File: config.mk
export PLATFORM = sky130hd
export DESIGN_NAME = i2c_eeprom_target
export DESIGN_NICKNAME = d
export VERILOG_FILES = /design/src/rtl/i2c_ee_pkg.sv /design/src/rtl/i2c_ee_sync.sv /design/src/rtl/i2c_ee_mem.sv /design/src/rtl/i2c_eeprom_target.sv
export SDC_FILE = /design/constraint.sdc
export NUM_CORES = 2
export LEC_CHECK = 0
export CORE_UTILIZATION = 25
export DETAILED_ROUTE_END_ITERATION = 6
export PLACE_DENSITY = 0.37
export RECOVER_POWER = 25
export SLEW_MARGIN = 20
export SYNTH_ARGS = -nofsm -noshare
export SYNTH_HDL_FRONTEND = slang
export SYNTH_SLANG_ARGS = --single-unit
File: constraint.sdc
create_clock -name clk -period 3.2 [get_ports clk]
set_clock_uncertainty 0.15 [all_clocks]
set_input_delay 0.48 -clock clk [delete_from_list [all_inputs] [get_ports clk]]
set_output_delay 0.48 -clock clk [all_outputs]
set_load 0.01 [all_outputs]
File: src/rtl/i2c_ee_pkg.sv
package i2c_ee_pkg;

    typedef enum logic [2:0] {
        ST_IDLE,
        ST_RX,
        ST_ACK_PRE,
        ST_ACK,
        ST_TX_PRE,
        ST_TX,
        ST_RACK
    } ee_state_e;

    typedef enum logic [1:0] {
        BY_CTRL,
        BY_ADDR,
        BY_DATA
    } ee_byte_e;

endpackage

File: src/rtl/i2c_ee_sync.sv
module i2c_ee_sync #(
    parameter int STAGES = 2
) (
    input  logic clk,
    input  logic rst_n,
    input  logic scl_i,
    input  logic sda_i,
    output logic sda_s,
    output logic scl_rise,
    output logic scl_fall,
    output logic start_det,
    output logic stop_det
);
    // [STAGES-1] is the synchronized value, [STAGES] the previous one
    logic [STAGES:0] scl_pipe_q;
    logic [STAGES:0] sda_pipe_q;

    always_ff @(posedge clk or negedge rst_n) begin
        if (!rst_n) begin
            scl_pipe_q <= '1;
            sda_pipe_q <= '1;
        end else begin
            scl_pipe_q <= {scl_pipe_q[STAGES-1:0], scl_i};
            sda_pipe_q <= {sda_pipe_q[STAGES-1:0], sda_i};
        end
    end

    logic scl_now, scl_old, sda_now, sda_old;
    assign scl_now = scl_pipe_q[STAGES-1];
    assign scl_old = scl_pipe_q[STAGES];
    assign sda_now = sda_pipe_q[STAGES-1];
    assign sda_old = sda_pipe_q[STAGES];

    assign sda_s     = sda_now;
    assign scl_rise  = scl_now & ~scl_old;
    assign scl_fall  = ~scl_now & scl_old;
    assign start_det = scl_now & scl_old & sda_old & ~sda_now;
    assign stop_det  = scl_now & scl_old & ~sda_old & sda_now;

endmodule

File: src/rtl/i2c_ee_mem.sv
module i2c_ee_mem #(
    parameter int DEPTH = 128,
    localparam int AW = $clog2(DEPTH)
) (
    input  logic          clk,
    input  logic          rst_n,
    input  logic          we,
    input  logic [AW-1:0] waddr,
    input  logic [7:0]    wdata,
    input  logic [AW-1:0] raddr,
    output logic [7:0]    rdata
);
    logic [7:0] cells [DEPTH];

    for (genvar g = 0; g < DEPTH; g++) begin : g_cell
        always_ff @(posedge clk or negedge rst_n) begin
            if (!rst_n) begin
                cells[g] <= '0;
            end else if (we && (waddr == AW'(g))) begin
                cells[g] <= wdata;
            end
        end
    end

    assign rdata = cells[raddr];

endmodule

File: src/rtl/i2c_eeprom_target.sv
module i2c_eeprom_target
    import i2c_ee_pkg::*;
#(
    parameter int         MEM_BYTES  = 128,
    parameter int         PAGE_BYTES = 8,
    parameter logic [6:0] DEV_ID     = 7'b1010111
) (
    input  logic clk,
    input  logic rst_n,
    input  logic scl_i,
    input  logic sda_i,
    output logic sda_oe,
    output logic sda_o
);
    localparam int AW = $clog2(MEM_BYTES);
    localparam int PW = $clog2(PAGE_BYTES);
    localparam logic [AW-1:0] PTR_ONE = AW'(1);
    localparam logic [PW-1:0] PG_ONE  = PW'(1);

    typedef struct packed {
        ee_state_e     st;
        ee_byte_e      kind;
        logic [2:0]    cnt;
        logic [7:0]    rx;
        logic [7:0]    tx;
        logic [AW-1:0] ptr;
        logic          rd;
    } regs_t;

    regs_t q, d;

    logic sda_s, scl_rise, scl_fall, start_det, stop_det;
    logic          we;
    logic [AW-1:0] waddr;
    logic [7:0]    wdata, rdata, rx_shift;

    i2c_ee_sync #(.STAGES(2)) u_sync (
        .clk       (clk),
        .rst_n     (rst_n),
        .scl_i     (scl_i),
        .sda_i     (sda_i),
        .sda_s     (sda_s),
        .scl_rise  (scl_rise),
        .scl_fall  (scl_fall),
        .start_det (start_det),
        .stop_det  (stop_det)
    );

    i2c_ee_mem #(.DEPTH(MEM_BYTES)) u_mem (
        .clk   (clk),
        .rst_n (rst_n),
        .we    (we),
        .waddr (waddr),
        .wdata (wdata),
        .raddr (q.ptr),
        .rdata (rdata)
    );

    always_comb begin
        d        = q;
        we       = 1'b0;
        waddr    = q.ptr;
        rx_shift = {q.rx[6:0], sda_s};
        wdata    = rx_shift;
        if (stop_det) begin
            d.st = ST_IDLE;
        end else if (start_det) begin
            d.st   = ST_RX;
            d.kind = BY_CTRL;
            d.cnt  = 3'd0;
        end else begin
            unique case (q.st)
                ST_RX: if (scl_rise) begin
                    d.rx  = rx_shift;
                    d.cnt = q.cnt + 3'd1;
                    if (q.cnt == 3'd7) begin
                        d.st = ST_ACK_PRE;
                        d.rd = 1'b0;
                        unique case (q.kind)
                            BY_CTRL: begin
                                if (rx_shift[7:1] == DEV_ID) begin
                                    d.kind = BY_ADDR;
                                    if (rx_shift[0]) begin
                                        d.rd  = 1'b1;
                                        d.tx  = rdata;
                                        d.ptr = q.ptr + PTR_ONE;
                                    end
                                end else begin
                                    d.st = ST_IDLE;
                                end
                            end
                            BY_ADDR: begin
                                d.ptr  = rx_shift[AW-1:0];
                                d.kind = BY_DATA;
                            end
                            default: begin
                                we    = 1'b1;
                                d.ptr = {q.ptr[AW-1:PW], q.ptr[PW-1:0] + PG_ONE};
                            end
                        endcase
                    end
                end
                ST_ACK_PRE: if (scl_fall) d.st = ST_ACK;
                ST_ACK: if (scl_fall) begin
                    d.cnt = 3'd0;
                    d.st  = q.rd ? ST_TX : ST_RX;
                end
                ST_TX: if (scl_fall) begin
                    if (q.cnt == 3'd7) begin
                        d.st = ST_RACK;
                    end else begin
                        d.tx  = {q.tx[6:0], 1'b0};
                        d.cnt = q.cnt + 3'd1;
                    end
                end
                ST_RACK: if (scl_rise) begin
                    if (!sda_s) begin
                        d.tx  = rdata;
                        d.ptr = q.ptr + PTR_ONE;
                        d.st  = ST_TX_PRE;
                    end else begin
                        d.st = ST_IDLE;
                    end
                end
                ST_TX_PRE: if (scl_fall) begin
                    d.cnt = 3'd0;
                    d.st  = ST_TX;
                end
                default: ;
            endcase
        end
    end

    always_ff @(posedge clk or negedge rst_n) begin
        if (!rst_n) q <= '0;
        else        q <= d;
    end

    assign sda_oe = (q.st == ST_ACK) || (q.st == ST_TX);
    assign sda_o  = (q.st == ST_TX) ? q.tx[7] : 1'b0;

endmodule

==> impl_metrics.toml <==
[outcome]
status = "finished, violations left"
violations = "max-capacitance violations, max-slew violations"

[floorplanning]
die_area_um2 = 197000
fp.dieH_um = 444
core_area_um2 = 193000
start_util = 0.253
io_pins = 6
rows = 161
dieWidth_um = 444

[sta]
fin_crit_ns = 3.17
rsz0062_at_grt = "false"
worst_pin_slew_ns = 2.06
clock.fmax_ghz = 0.316
finalCritPeriodShare = 0.990
slew_viol_final = 41
hold_violations = 0
max_slew_margin = -0.377
setup_viol = 0
final.setup.worst_slack_ns = 0.0309
finalSetupTns_ns = 0

[drt]
wl_um = 170000
drcViolationCount = 0
viasPerCell = 4.84
ant_nets = 0
drt_pass1_iterations = 5
wl_per_cell_um = 27.6
dr_total_vias = 29840
drtIter0Drc = 1637

[placement]
dp_slack_ns = -0.239
dp_hpwl_um = 112000
portBuffers = 5
dpl-instance-area_um2 = 54300
place.gp.congestion = 0.821

[power_and_ir_drop]
pwr-share-clk = 0.414
powerDensity_nw_per_um2 = 622
leakagePower_uw = 0.0278
seqPwrFrac = 0.376
power.total_uw = 36500
ir_drop_v = 0.000724
p_sw_uw = 11500
comb_power_share = 0.210
switching_share = 0.314
p_int_uw = 25100

[cells_and_area]
syn_to_final_growth_pct = 20.2
drive_gt1_frac = 0.510
multiInputGateArea_um2 = 21400
postLayoutCellArea_um2 = 58800
fillers = 19432
final-seq-area_um2 = 26600
fin_nets = 3542

[logic_synthesis]
synth_compound_area_frac = 0.0341
ys_seq_elements = 1061
yosysWarningCount = 0
synth_xor_area_frac = 0.000179
syn_inst = 3306
async_flop_share = 1.00
synthAdderAreaFrac = 0.00154
yosys.cell_types.count = 73
synth_ff_type = "dfrtp_1"
synth_nets = 3316
yosys-top-cells-area = "dfrtp_1 (54%), mux2_2 (24%), mux4_2 (9.4%)"
synth.avg_cell_area_um2 = 14.8
synth-simple-area-share = 0.0360
yosys.area.top_type_share = 0.540
yosys.area.top_type = "dfrtp_1"
yosysSeqAreaShare = 0.543
synth_edf_count = 0
synthesis.area_um2 = 48900
synthMuxAreaShare = 0.362
synth_top_family_by_area = "multiplexers"

[clocking]
cts_sinks = 1061
h-tree-depth = 4
clkTransAtPathRegs_ns = 0.06
cts.path.max_buffers = 3
cts-root-buf = "clkbuf_16"
cts_tree = "built"
clock_latency_ns = 0.79
cts_buffers = 137

[job]
maxCapViolCount = 1

[worst_setup_path]
crit_top_cell = "buf_12"
critPathSlowestCell = "dfrtp_4"
cp-end-kind = "flop"
crit_arrival_ns = 3.68
crit_family = "multiplexers"
path_class = "flop to flop"
start_kind = "flop"
crit_path_cell_trace = "buf_12 > buf_12 > buf_12 > mux4_2 > mux2i_1 > o2111ai_1 > a21oi_1 > o32ai_1"
crit_path_max_fanout = 17
path_buf_inv = 3
max_stage_delay_ns = 0.56
critPathRequiredTime_ns = 3.71

[min_path]
worstHoldPathType = "flop to flop"

[grt]
antenna_found_initial = 4
grt-ovfl-total = 0
grtUsageTotal = 0.174
grt_max_degree = 132
grt_pass1_vias = 32076
grt_pass1_wl_um = 249000
-- cells in the mapped netlist, drive strengths merged (7+ instances only) --
| cell type | number |
|---|---|
| a211oi | 11 |
| a21oi | 32 |
| a221oi | 11 |
| a22o | 16 |
| a22oi | 62 |
| a31oi | 15 |
| and2 | 11 |
| buf | 85 |
| clkbuf | 161 |
| dfrtp | 1055 |
| inv | 16 |
| mux2 | 1044 |
| mux2i | 137 |
| mux4 | 203 |
| nand2 | 195 |
| nand2b | 11 |
| nand3 | 39 |
| nand4 | 8 |
| nor2 | 35 |
| nor2b | 23 |
| nor3 | 15 |
| nor4 | 7 |
| o21ai | 19 |
| o31ai | 9 |
-- power groups by stage --
stage                     sequential (uW)  clock (uW)  combinational (uW)
final                               13700       15100                7680
after global routing                13800       16200                8240
after CTS                           13800       15700                7930
after detailed placement            14000           0                7900
after global placement              14000           0                7990
after floorplan                     13800           0                4270
-- flip-flops by register name (all words and copies together) (netlist names) --
signal	cells
u_sync.sda_pipe_q	3
u_mem.cells	1024
u_sync.scl_pipe_q	3
q	24
waddr	7
-- kinds of logic (layout without fill, tap and decap cells) --
family,after synthesis,in the layout
other cells,0,2
compound gates,229,229
fa+ha+maj,6,6
mux,1384,1384
xor+xnor,1,1
buf+inv,262,587
simple gates,363,363
flops,1061,1061
-- what timing repair did --
action | 4_1_cts | 5_1_grt
pin swaps | 0 | 0
hold buffers | 3 | 0
gates resized for setup | 10 | 26
setup buffers | 1 | 4
hold endpoints to repair | 119 | 0
setup endpoints to repair | 5 | 150
-- stage by stage --
step,utilization,instances,hold slack (ns)
final,0.304,6159,0.213
after CTS,0.304,6153,0.0926
after floorplan,-,3306,0.0344
after detailed placement,0.281,5911,0.200
after global placement,0.281,5911,0.197
after global routing,0.304,6158,0.219
-- layout by cell type (no fill, tap or decap), types with 7 or more instances in the layout --
cell type / instances
mux4_2: 203
a22o_1: 16
buf_4: 250
dfrtp_1: 1043
inv_1: 14
nor3_2: 7
nand4_1: 8
nand3_1: 39
o31ai_1: 9
a211oi_1: 11
a31oi_1: 11
nand2_2: 36
nand2_1: 159
clkbuf_1: 44
clkbuf_8: 28
mux2_2: 1040
a21oi_1: 32
buf_12: 58
nor2b_1: 21
a22oi_1: 62
a221oi_1: 9
dfrtp_4: 10
nor2_1: 29
o21ai_0: 18
mux2i_1: 137
nand2b_1: 11
and2_1: 10
clkbuf_16: 142
clkbuf_2: 9
clkinv_2: 18
-- final timing paths --
path	depth (start not counted)	from	slack, ns	to
setup / recovery	8	waddr[1]	0.03	q[15]
min in group asynchronous	2	rst_n	0.68	u_mem.cells[289]
setup reg to reg	8	waddr[1]	0.03	q[15]
hold reg to reg	0	u_sync.scl_pipe_q[0]	0.21	u_sync.scl_pipe_q[1]
max in group asynchronous	4	rst_n	0.38	u_mem.cells[35]
hold / removal	0	u_sync.scl_pipe_q[0]	0.21	u_sync.scl_pipe_q[1]
-- metal layers --
| layer | routed length (um) | global-route usage | share of wire | up-vias |
|---|---|---|---|---|
| met5 | 0 | 0 | 0 | - |
| li1 | - | - | - | 12825 |
| met4 | 3170 | 0.0406 | 0.019 | 0 |
| met1 | 82200 | 0.248 | 0.48 | 16402 |
| met3 | 4810 | 0.0227 | 0.028 | 186 |
| met2 | 79900 | 0.280 | 0.47 | 427 |
-- cell type report --
class | count | share of cell area
sequential | 1061 | 0.453
multi-input combinational | 1983 | 0.364
clock buffer | 207 | 0.0694
timing repair buffer | 333 | 0.0543
tap | 2526 | 0.0538
clock inverter | 31 | 0.00490
inverter | 16 | 0.00102
antenna | 2 | 0.0000852
(Power assumes the default switching activity.)
